`src/rtl/cfg_loader_pkg.sv`:
```
package cfg_loader_pkg;
  localparam int WORD_W = 16;

  typedef enum logic [3:0] {
    ST_IDLE,
    ST_NCFG,
    ST_WAIT_NST,
    ST_FETCH,
    ST_READ,
    ST_SHIFT,
    ST_TAIL,
    ST_DONE,
    ST_ERROR
  } ld_state_t;
endpackage

```
`src/rtl/cfg_btn_debounce.sv`:
```
module cfg_btn_debounce #(
  parameter int DEB_BITS = 16,
  parameter bit REL_EDGE = 1'b0
) (
  input  logic clk,
  input  logic rst_n,
  input  logic btn_n,
  output logic edge_p
);
  logic s1, s2, stable;
  logic [DEB_BITS-1:0] cnt;

  always_ff @(posedge clk) begin
    if (!rst_n) begin
      s1     <= 1'b1;
      s2     <= 1'b1;
      stable <= 1'b1;
      cnt    <= '0;
      edge_p <= 1'b0;
    end else begin
      s1     <= btn_n;
      s2     <= s1;
      edge_p <= 1'b0;
      if (s2 == stable) begin
        cnt <= '0;
      end else if (&cnt) begin
        stable <= s2;
        cnt    <= '0;
        edge_p <= REL_EDGE ? s2 : !s2;
      end else begin
        cnt <= cnt + 1'b1;
      end
    end
  end

  AST_DEB_FOLLOW: assert property (@(posedge clk) disable iff (!rst_n)
    (stable != $past(stable)) |-> (stable == $past(s2)));
endmodule

```
`src/rtl/cfg_word_shifter.sv`:
```
module cfg_word_shifter #(
  parameter int W = 16
) (
  input  logic         clk,
  input  logic         rst_n,
  input  logic         clear,
  input  logic         ld_valid,
  input  logic [W-1:0] ld_word,
  output logic         ld_ready,
  output logic         dclk,
  output logic         data0,
  output logic         bit_tick,
  output logic         word_done
);
  localparam int CNT_W = $clog2(W + 1);

  logic [W-1:0]     sh;
  logic [CNT_W-1:0] bits_left;
  logic             phase, busy;

  assign ld_ready = !busy;

  always_ff @(posedge clk) begin
    if (!rst_n) begin
      sh        <= '0;
      bits_left <= '0;
      phase     <= 1'b0;
      busy      <= 1'b0;
      dclk      <= 1'b0;
      data0     <= 1'b0;
      bit_tick  <= 1'b0;
      word_done <= 1'b0;
    end else if (clear) begin
      busy      <= 1'b0;
      phase     <= 1'b0;
      dclk      <= 1'b0;
      bit_tick  <= 1'b0;
      word_done <= 1'b0;
    end else begin
      bit_tick  <= 1'b0;
      word_done <= 1'b0;
      if (!busy) begin
        dclk <= 1'b0;
        if (ld_valid) begin
          sh        <= ld_word;
          busy      <= 1'b1;
          phase     <= 1'b0;
          bits_left <= CNT_W'(W);
        end
      end else if (!phase) begin
        data0 <= sh[0];
        sh    <= sh >> 1;
        dclk  <= 1'b0;
        phase <= 1'b1;
      end else begin
        dclk      <= 1'b1;
        bit_tick  <= 1'b1;
        phase     <= 1'b0;
        bits_left <= bits_left - 1'b1;
        if (bits_left == CNT_W'(1)) begin
          busy      <= 1'b0;
          word_done <= 1'b1;
        end
      end
    end
  end

  AST_STALL_QUIET: assert property (@(posedge clk) disable iff (!rst_n)
    (!busy && !ld_valid) |=> !dclk);
  AST_DATA_HELD: assert property (@(posedge clk) disable iff (!rst_n)
    $rose(dclk) |-> $stable(data0));
endmodule

```
`src/rtl/cfg_seq_fsm.sv`:
```
module cfg_seq_fsm
  import cfg_loader_pkg::*;
#(
  parameter int ADDR_W     = 24,
  parameter int PAGE0_BASE = 0,
  parameter int PAGE1_BASE = 4194304,
  parameter int IMG_WORDS  = 65536,
  parameter int NCFG_CYC   = 16,
  parameter int CDONE_WAIT = 1024
) (
  input  logic              clk,
  input  logic              rst_n,
  input  logic              load_req,
  input  logic              load_page,
  output logic              flash_req,
  output logic [ADDR_W-1:0] flash_addr,
  input  logic              flash_rvalid,
  input  logic [WORD_W-1:0] flash_rdata,
  output logic              tgt_ncfg,
  input  logic              tgt_nstatus,
  input  logic              tgt_cdone,
  input  logic              sh_ready,
  input  logic              sh_tick,
  input  logic              sh_done,
  output logic              sh_clear,
  output logic              sh_valid,
  output logic [WORD_W-1:0] sh_word,
  output logic              done_led,
  output logic              err_led
);
  localparam int TMR_MAX = (NCFG_CYC > CDONE_WAIT) ? NCFG_CYC : CDONE_WAIT;
  localparam int TMR_W   = $clog2(TMR_MAX + 1);
  localparam int WCNT_W  = $clog2(IMG_WORDS + 1);

  ld_state_t         state;
  logic [TMR_W-1:0]  tmr;
  logic [WCNT_W-1:0] widx;
  logic [ADDR_W-1:0] base;

  assign sh_clear = !(state inside {ST_FETCH, ST_READ, ST_SHIFT, ST_TAIL});

  always_ff @(posedge clk) begin
    if (!rst_n) begin
      state      <= ST_IDLE;
      tmr        <= '0;
      widx       <= '0;
      base       <= '0;
      flash_req  <= 1'b0;
      flash_addr <= '0;
      tgt_ncfg   <= 1'b1;
      sh_valid   <= 1'b0;
      sh_word    <= '0;
      done_led   <= 1'b0;
      err_led    <= 1'b0;
    end else begin
      flash_req <= 1'b0;
      if (load_req) begin
        state    <= ST_NCFG;
        tmr      <= '0;
        widx     <= '0;
        base     <= load_page ? ADDR_W'(PAGE1_BASE) : ADDR_W'(PAGE0_BASE);
        tgt_ncfg <= 1'b0;
        sh_valid <= 1'b0;
        done_led <= 1'b0;
        err_led  <= 1'b0;
      end else begin
        unique case (state)
          ST_NCFG: begin
            tmr <= tmr + 1'b1;
            if (tmr == TMR_W'(NCFG_CYC - 1)) begin
              tgt_ncfg <= 1'b1;
              state    <= ST_WAIT_NST;
            end
          end
          ST_WAIT_NST: if (tgt_nstatus) state <= ST_FETCH;
          ST_FETCH, ST_READ, ST_SHIFT, ST_TAIL: begin
            if (!tgt_nstatus) begin
              state    <= ST_ERROR;
              err_led  <= 1'b1;
              sh_valid <= 1'b0;
            end else if (state == ST_FETCH) begin
              flash_req  <= 1'b1;
              flash_addr <= base + ADDR_W'(widx);
              state      <= ST_READ;
            end else if (state == ST_READ) begin
              if (flash_rvalid) begin
                sh_valid <= 1'b1;
                sh_word  <= flash_rdata;
                widx     <= widx + 1'b1;
                state    <= ST_SHIFT;
              end
            end else if (state == ST_SHIFT) begin
              sh_valid <= 1'b0;
              if (sh_done) begin
                if (widx == WCNT_W'(IMG_WORDS)) begin
                  state <= ST_TAIL;
                  tmr   <= '0;
                end else begin
                  state <= ST_FETCH;
                end
              end
            end else begin
              if (tgt_cdone) begin
                state    <= ST_DONE;
                done_led <= 1'b1;
                sh_valid <= 1'b0;
              end else if (tmr == TMR_W'(CDONE_WAIT)) begin
                state    <= ST_ERROR;
                err_led  <= 1'b1;
                sh_valid <= 1'b0;
              end else begin
                if (sh_tick) tmr <= tmr + 1'b1;
                sh_valid <= sh_ready && !sh_valid;
                sh_word  <= '1;
              end
            end
          end
          default: ;
        endcase
      end
    end
  end

  AST_REQ_PULSE: assert property (@(posedge clk) disable iff (!rst_n)
    flash_req |=> !flash_req);
  AST_ERR_STICKY: assert property (@(posedge clk) disable iff (!rst_n)
    (err_led && !load_req) |=> err_led);
  AST_DONE_STICKY: assert property (@(posedge clk) disable iff (!rst_n)
    (done_led && !load_req) |=> (done_led && !err_led));
endmodule

```
`src/rtl/cfg_loader_top.sv`:
```
module cfg_loader_top
  import cfg_loader_pkg::*;
#(
  parameter int ADDR_W     = 24,
  parameter int PAGE0_BASE = 0,
  parameter int PAGE1_BASE = 4194304,
  parameter int IMG_WORDS  = 65536,
  parameter int NCFG_CYC   = 16,
  parameter int CDONE_WAIT = 1024,
  parameter int DEB_BITS   = 16
) (
  input  logic              clk,
  input  logic              rst_n,
  input  logic              user_page_sw,
  input  logic              sel_btn_n,
  input  logic              cfg_btn_n,
  output logic              flash_req,
  output logic [ADDR_W-1:0] flash_addr,
  input  logic              flash_rvalid,
  input  logic [15:0]       flash_rdata,
  output logic              tgt_ncfg,
  input  logic              tgt_nstatus,
  input  logic              tgt_cdone,
  output logic              tgt_dclk,
  output logic              tgt_data0,
  output logic [1:0]        page_led,
  output logic              done_led,
  output logic              err_led
);
  logic sel_press, cfg_rel;
  logic page_sel, boot_req, load_req;
  logic sh_ready, sh_tick, sh_done, sh_clear, sh_valid;
  logic [WORD_W-1:0] sh_word;

  cfg_btn_debounce #(.DEB_BITS(DEB_BITS), .REL_EDGE(1'b0)) u_sel_deb (
    .clk(clk), .rst_n(rst_n), .btn_n(sel_btn_n), .edge_p(sel_press));

  cfg_btn_debounce #(.DEB_BITS(DEB_BITS), .REL_EDGE(1'b1)) u_cfg_deb (
    .clk(clk), .rst_n(rst_n), .btn_n(cfg_btn_n), .edge_p(cfg_rel));

  always_ff @(posedge clk) begin
    if (!rst_n) begin
      page_sel <= user_page_sw;
      boot_req <= 1'b1;
    end else begin
      boot_req <= 1'b0;
      if (sel_press) page_sel <= !page_sel;
    end
  end

  assign page_led = {page_sel, !page_sel};
  assign load_req = boot_req || cfg_rel;

  cfg_seq_fsm #(
    .ADDR_W(ADDR_W), .PAGE0_BASE(PAGE0_BASE), .PAGE1_BASE(PAGE1_BASE),
    .IMG_WORDS(IMG_WORDS), .NCFG_CYC(NCFG_CYC), .CDONE_WAIT(CDONE_WAIT)
  ) u_fsm (
    .clk(clk), .rst_n(rst_n), .load_req(load_req), .load_page(page_sel),
    .flash_req(flash_req), .flash_addr(flash_addr),
    .flash_rvalid(flash_rvalid), .flash_rdata(flash_rdata),
    .tgt_ncfg(tgt_ncfg), .tgt_nstatus(tgt_nstatus), .tgt_cdone(tgt_cdone),
    .sh_ready(sh_ready), .sh_tick(sh_tick), .sh_done(sh_done),
    .sh_clear(sh_clear), .sh_valid(sh_valid), .sh_word(sh_word),
    .done_led(done_led), .err_led(err_led));

  cfg_word_shifter #(.W(WORD_W)) u_shift (
    .clk(clk), .rst_n(rst_n), .clear(sh_clear), .ld_valid(sh_valid),
    .ld_word(sh_word), .ld_ready(sh_ready), .dclk(tgt_dclk),
    .data0(tgt_data0), .bit_tick(sh_tick), .word_done(sh_done));

  AST_SEL_FLIP: assert property (@(posedge clk) disable iff (!rst_n)
    sel_press |=> (page_led != $past(page_led)));
  AST_LED_EXCL: assert property (@(posedge clk) disable iff (!rst_n)
    !(done_led && err_led));
  AST_NCFG_QUIET: assert property (@(posedge clk) disable iff (!rst_n)
    (!tgt_ncfg && !$fell(tgt_ncfg)) |-> !tgt_dclk);
endmodule

```
`config.mk`:
```
export PLATFORM = sky130hd
export DESIGN_NAME = cfg_loader_top
export DESIGN_NICKNAME = d
export VERILOG_FILES = /design/src/rtl/cfg_loader_pkg.sv /design/src/rtl/cfg_btn_debounce.sv /design/src/rtl/cfg_word_shifter.sv /design/src/rtl/cfg_seq_fsm.sv /design/src/rtl/cfg_loader_top.sv
export SDC_FILE = /design/constraint.sdc
export NUM_CORES = 1
export LEC_CHECK = 0
export CORE_MARGIN = 5
export CORE_UTILIZATION = 59
export CTS_BUF_LIST = sky130_fd_sc_hd__clkbuf_4 sky130_fd_sc_hd__clkbuf_8
export DETAILED_ROUTE_END_ITERATION = 10
export PLACE_DENSITY = 0.82
export SLEW_MARGIN = 40
export SYNTH_ARGS = -nofsm -noshare
export SYNTH_HDL_FRONTEND = slang
export SYNTH_SLANG_ARGS = --single-unit
```
`constraint.sdc`:
```
create_clock -name clk -period 2.45 [get_ports clk]
set_input_delay 0.735 -clock clk [delete_from_list [all_inputs] [get_ports clk]]
set_output_delay 0.735 -clock clk [all_outputs]
set_load 0.005 [all_outputs]
```
== Word level (Yosys, flattened, before mapping) ==
Cells that the tools add are included.

* Flip-flop bits (word level): 169
* Bits of input ports: 24
* Logic and storage cells: 196
* Output and inout bits: 32

* Mux-type cells: 64
* Reduce and logical (&&, ||, !) cells: 40
* $add $sub $neg: 6
* Eq/ne operators: 43
* Bitwise operators: 12

{| class="wikitable"
|+ Operators by type and width
! cell !! number
|-
| $mux 16 || 8
|-
| $mux 11 || 9
|-
| $mux 4 || 10
|-
| $reduce_and 17->1 || 2
|-
| $add 16x1->16 const B || 2
|-
| $reduce_and 16->1 || 2
|-
| $mux 1 || 30
|-
| $add 24x17->24 || 1
|-
| $reduce_and 6->1 || 4
|-
| $mux 23 || 1
|-
| $pmux 11 s2 || 1
|-
| $ne 2x2->1 const B || 10
|-
| $add 17x1->17 const B || 1
|-
| $eq 17x17->1 const B || 1
|-
| $mux 5 || 3
|-
| $reduce_and 3->1 || 5
|-
| $ne 2x1->1 const B || 7
|-
| $eq 4x3->1 const B || 3
|-
| $ne 3x2->1 const B || 4
|-
| $not 1->1 || 12
|-
| $pmux 4 s3 || 1
|-
| $reduce_or 3->1 || 4
|-
| $add 11x1->11 const B || 1
|-
| $eq 11x11->1 const B || 1
|-
| 28 further kinds || 42
|}

== Logic depth before layout (Yosys ltp) ==
* Word-level depth: 9
* Mapped depth: 10
* Mapped depth without buffers: 8

== Hierarchy ==
Synthesis repeated with hierarchy kept, for this count alone.

* Cells, all modules: 750
* Area total of the unflattened synthesis: 6661.4 um^2

{| class="wikitable"
|+ Modules (own cells, without submodules)
! module !! times used !! area an instance (um^2) !! sequential area each (um^2) !! cells an instance
|-
| cfg_seq_fsm || 1 || 3601.0 || 1441.4 || 429
|-
| cfg_word_shifter || 1 || 1228.7 || 520.5 || 130
|-
| cfg_btn_debounce at u_cfg_deb || 1 || 889.6 || 400.4 || 92
|-
| cfg_btn_debounce at u_sel_deb || 1 || 848.3 || 400.4 || 91
|-
| cfg_loader_top || 1 || 93.8 || 50.0 || 8
|}

== Worst setup path after synthesis ==
Ideal clock, no wire load.

* Kind: input to register
* From: input tgt_nstatus
* To: register u_fsm.tmr[8]
* Setup time: 0.070 ns
* Data required time: 2.380 ns
* Path slack: 0.227 ns
* Arrival time: 2.152 ns
* Cell stages on the path: 7
* Buffers on the path: 2
* Cell sequence: clkbuf_1 > o21ai_0 > a221o_1 > a21o_1 > buf_6 > or3_1 > a21oi_1

* Cells in the longest elaborated chain, start to end: 2

{| class="wikitable"
|+ Ends and longest elaborated chain
! element !! line !! source
|-
| start, declared || cfg_loader_top.sv:22 || <nowiki>input logic tgt_nstatus,</nowiki>
|-
| $ne 2x2->1 (no source line) || n/a ||
|-
| $reduce_and 9->1 (no source line) || n/a ||
|-
| end signal, assigned || cfg_seq_fsm.sv:69 || <nowiki>tmr <= tmr + 1'b1;</nowiki>
|-
| end signal, assigned || cfg_seq_fsm.sv:112 || <nowiki>if (sh_tick) tmr <= tmr + 1'b1;</nowiki>
|-
| end, declared || cfg_seq_fsm.sv:36 || <nowiki>logic [TMR_W-1:0] tmr;</nowiki>
|}

No other way between the ends.
A chain may end at the register's enable or synchronous reset.

== Worst setup path after layout ==
* From: register u_fsm.state[2]
* To: register u_fsm.tmr[8]

* Cells in the longest elaborated chain, start to end: 6
* Elaborated cells between the ends (all ways): 21
* Classes of those cells: eq/ne: 13; mux: 5; reduce/logical: 3

{| class="wikitable"
|+ Ends and longest elaborated chain
! element !! line !! source
|-
| start, declared || cfg_seq_fsm.sv:35 || <nowiki>ld_state_t state;</nowiki>
|-
| start signal, assigned || cfg_seq_fsm.sv:44 || <nowiki>state <= ST_IDLE;</nowiki>
|-
| start signal, assigned || cfg_seq_fsm.sv:58 || <nowiki>state <= ST_NCFG;</nowiki>
|-
| start signal, assigned || cfg_seq_fsm.sv:72 || <nowiki>state <= ST_WAIT_NST;</nowiki>
|-
| $eq 4x3->1 || cfg_seq_fsm.sv:67, cfg_seq_fsm.sv:92 ||
|-
| $mux 11 || cfg_seq_fsm.sv:92 || <nowiki>end else if (state == ST_SHIFT) begin</nowiki>
|-
| $mux 11 || cfg_seq_fsm.sv:85 || <nowiki>end else if (state == ST_READ) begin</nowiki>
|-
| $mux 11 || cfg_seq_fsm.sv:81 || <nowiki>end else if (state == ST_FETCH) begin</nowiki>
|-
| $mux 11 || cfg_seq_fsm.sv:77 || <nowiki>if (!tgt_nstatus) begin</nowiki>
|-
| $pmux 11 s2 || cfg_seq_fsm.sv:67 || <nowiki>unique case (state)</nowiki>
|}

Parallel ways exist; a longest one is shown, timed or not. The select of a mux whose other input is x is not followed.

==> results.md <==
- The nature of the critical path endpoint is a flop.
- In this run, distinct cell masters in the synthesized netlist total 57.
- Synthesis handed over a netlist of approximately 720 instances.
- In the global route stage, met2 resource usage came out at 0.384.
- The internal power is 0.00338 W.
- Of the total synthesized cell area, the portion taken by XOR and XNOR cells is 0.0685.
- Setup violations remaining at the end of the flow were counted as 0.
- During I/O placement, the number of pins put on the boundary was 56.
- The deepest level of the CTS H-tree is 4.
- The worst vdd rail ir drop is roughly 0.37 mV.
- For this block, the routed nets add up to about 13000 µm of wire.
- The core utilization of the finished layout is 0.717.
- The clock reaches the later pin of the worst-skew pair after around 0.44 ns.
- The run finished with clean final reports.
- The part of the total power dissipated in combinational logic is 0.039.
- Of all cell types, the one taking the most synthesized area is sky130_fd_sc_hd__dfxtp_1.
- The number of endpoints with negative hold slack in the final report was 0.
- The synthesized-area fraction occupied by adder cells is 0.0163.
- The max-capacitance violation count is 0.
- The number of vias per cell after detailed routing is between 5 and 6.
- The share of the Yosys chip area taken by registers is 0.458.
- Data on the critical path is required at its endpoint by around 2.8 ns.
- Timing would allow up to 438 MHz.
- The highest fanout seen on the critical path is 18.
- The number of warnings printed during yosys synthesis is 0.
- Setup repair after global routing left no endpoint under its margin.
- The remaining routing DRC violations is 0.
- The multiplexer share of the synthesized area is 0.0573.
- The initialized floorplan defines 37 standard-cell rows.
- Routability-driven placement finished with a final weighted congestion of 0.904.
- The number of optimization iterations in the first detailed-route pass is 5.
- The register bit count reported by yosys is 140.
- The critical path is of the reg2reg type.
- In the final routed layout, each cell accounts on average for about 14 µm.
- The total congestion overflow is 0.
- In the post-synthesis netlist, the cell with the most instances is sky130_fd_sc_hd__dfxtp_1.
- The number of antenna violations at the first check in global routing is 0.
- The width of the chip is about 110 µm.
- The clock tree buffer depth is 2.
- For this design the static power due to leakage is 2.61 nW.
- After synthesis, the most frequently instantiated cells are sky130_fd_sc_hd__dfxtp_1, sky130_fd_sc_hd__nor2_1, sky130_fd_sc_hd__o21ai_0.
- The total count of max-transition violations in the final report was 0.
- For met3 alone, demand over resource in global routing was 0.0474.
- The number of global-route vias before repair is ~5100.
- The power share of the clock group is 0.429.
- After synthesis, the largest family of logic cells by area is simple AND/OR/NAND/NOR gates.
- The number of sinks on the clock net is 140.
- The floorplan die area is roughly 13000 µm².
- The combined global-route utilization of all metal layers is 0.213.
- For the worst setup path, the data arrival time is roughly 2.6 ns.
- The placed cell area is roughly 6900 µm².
- The net count of the finished layout is 817.
- The most used flip-flop cell after synthesis is sky130_fd_sc_hd__dfxtp_1.
- In this run the remaining antenna-violating nets after routing total 0.
- The clock period minus worst slack is approximately 2.3 ns.
- The complex-gate fraction of the synthesized area is 0.118.
- Of all flip-flops after synthesis, the portion carrying an async set or reset was 0.
- Counting the fill cells in the layout gives 782.
- The proportion of power drawn by flip-flops and latches is 0.532.
- TritonCTS built the clock tree.
- The fraction of final layout cells sized beyond drive strength 1 is 0.102.
- The net switching power of the design is about 0.00094 W.
- The number of inserted diodes is 0.
- The layer with the highest usage is met2.
- Clock-pin slew was measured on the worst setup and hold paths at about 0.08 ns.
- The per-instance average area after synthesis is between 8 and 9 µm².
- The core region is around 10000 µm².
- Buffers placed on the I/O ports in this run total 49.
- Of the total synthesized cell area, the portion taken by AND, OR, NAND and NOR gates is 0.235.
- In this run the power density over the cells is slightly below 600 nW/µm².
- The number of clock buffers added by TritonCTS is 17.
- The portion of the clock cycle consumed by the worst path in the final layout is 0.932.
- On the final layout, the worst hold slack is about 0.4 ns.
- The type of element launching the critical path is a flop.
- Between clock sinks in the finished design, the worst skew comes to 0.0161 ns.
- Of the total power, the share spent switching nets is 0.217.
- The top cell type's share of synthesized area is 0.453.
- The number of DRC markers in iteration 0 is a little over 300.
- Setup slack on the worst reg-to-reg path comes out at approximately 0.17 ns.
- The combined area of all synthesized cells is 6140 µm².
- The initial standard-cell utilization of the core is 0.600.
- Counting flops with a built-in enable in the synthesized netlist gives 1.
- The wire-length estimate of the detail-placed layout is between 9000 and 10000 µm.
- Buffers added to address setup during post-CTS repair amount to 0.
- The area growth from synthesis to layout is 19.5%.
- The max-slew headroom at the worst pin is 0.646.
- The maximum number of pins on one net before global-route repair is 39.
- The path type of the worst min-delay path is reg2reg.
- Measured along the y axis, the die boundary spans about 110 µm.
- Summing all non-filler instances in the final layout gives an area of 7340 µm².
- The first global-routing pass estimated roughly 22000 µm of wire.
- For the pin with the worst max-slew slack, the measured transition is 0.523 ns.
- By area the synthesized netlist is led by sky130_fd_sc_hd__dfxtp_1, sky130_fd_sc_hd__nor2_1, sky130_fd_sc_hd__mux2i_1.
- Across all layers, the routed design uses 5133 vias.
- The root cell of the clock tree is sky130_fd_sc_hd__clkbuf_8.
- The global-route track usage on met1 is 0.243.
[area by class of cell]
class	count	area [µm²]	share of cell area
Tap cell	136	170	0.0232
Inverter	20	75.1	0.0102
Timing Repair Buffer	89	803	0.109
Clock inverter	10	113	0.0153
Clock buffer	22	290	0.0395
Sequential cell	140	2810	0.383
Multi-Input combinational cell	517	3080	0.419
[critical path, cell delays in order (launching register included)]
cell	delay, ns
sky130_fd_sc_hd__dfxtp_1	0.55
sky130_fd_sc_hd__nor4bb_2	0.38
sky130_fd_sc_hd__o21ai_0	0.16
sky130_fd_sc_hd__a221o_1	0.37
sky130_fd_sc_hd__a21o_4	0.25
sky130_fd_sc_hd__or3_1	0.35
sky130_fd_sc_hd__a21oi_1	0.15
[through the flow]
step                      total power [W]  setup TNS [ns]  std cells  setup WS, ns
final                             0.00431               0        934         0.167
after global routing              0.00449               0        934        0.0384
after CTS                         0.00435               0        934        0.0699
after detailed placement          0.00251           -3.28        902        -0.202
after global placement            0.00251           -1.93        902        -0.148
after floorplan                   0.00244               0        722         0.227
[cells in the final DEF (no fill, tap or decap), types with 12 or more instances in the layout]
| cell | instances |
|---|---|
| sky130_fd_sc_hd__a211oi_1 | 17 |
| sky130_fd_sc_hd__a21oi_1 | 31 |
| sky130_fd_sc_hd__buf_4 | 39 |
| sky130_fd_sc_hd__clkbuf_8 | 20 |
| sky130_fd_sc_hd__clkdlybuf4s50_1 | 49 |
| sky130_fd_sc_hd__dfxtp_1 | 139 |
| sky130_fd_sc_hd__inv_1 | 19 |
| sky130_fd_sc_hd__mux2i_1 | 34 |
| sky130_fd_sc_hd__nand2_1 | 41 |
| sky130_fd_sc_hd__nand3_1 | 48 |
| sky130_fd_sc_hd__nand4_1 | 15 |
| sky130_fd_sc_hd__nor2_1 | 113 |
| sky130_fd_sc_hd__nor3_1 | 13 |
| sky130_fd_sc_hd__o21ai_0 | 53 |
| sky130_fd_sc_hd__or3_1 | 12 |
| sky130_fd_sc_hd__xnor2_1 | 18 |
| sky130_fd_sc_hd__xor2_1 | 30 |
[worst paths after layout]
kind / start / endpoint / cells past startpoint
max: u_fsm.state[2] / u_fsm.tmr[8] / 6
min: u_cfg_deb.s1 / u_cfg_deb.s2 / 1
max reg2reg: u_fsm.state[2] / u_fsm.tmr[8] / 6
min reg2reg: u_cfg_deb.s1 / u_cfg_deb.s2 / 1
[power by group through the flow]
stage / Sequential (W) / Clock [W] / Combinational [W]
5_1_grt: 0.00229 / 0.00202 / 0.000184
3_3_place_gp: 0.00235 / 0 / 0.000161
4_1_cts: 0.00229 / 0.00189 / 0.000166
6_report: 0.00229 / 0.00185 / 0.000168
3_5_place_dp: 0.00235 / 0 / 0.000165
2_1_floorplan: 0.00235 / 0 / 0.0000919
[logic make-up (layout without fill, tap and decap cells)]
group                    Yosys count  count (layout)
flip-flops                       140             140
adder cells (fa/ha/maj)            8               8
XOR/XNOR                          48              48
AO/OA/AOI/OAI                    124             124
other                              1               6
buffers and inverters             65             141
AND/OR/NAND/NOR                  296             296
multiplexers                      35              35
[layer usage]
layer,wire (µm),vias to the layer above
met5,0,-
met4,247,0
met3,528,22
met2,6700,95
met1,5510,2413
li1,-,2603
[state kept, by name, indices dropped and copies added, names as in the netlist, 5 cells and up]
name	flops
u_sel_deb.cnt	16
u_shift.bits_left	5
u_fsm.tmr	11
u_fsm.widx	17
u_shift.sh	16
u_cfg_deb.cnt	16
u_fsm.flash_addr	18
u_fsm.sh_word	16
[repair_timing]
item	CTS	global route
hold buffers	0	0
endpoints found under the setup margin	1	11
pin swaps	0	1
gates resized for setup	1	2
No activity file was read; power rests on OpenSTA's default activity.
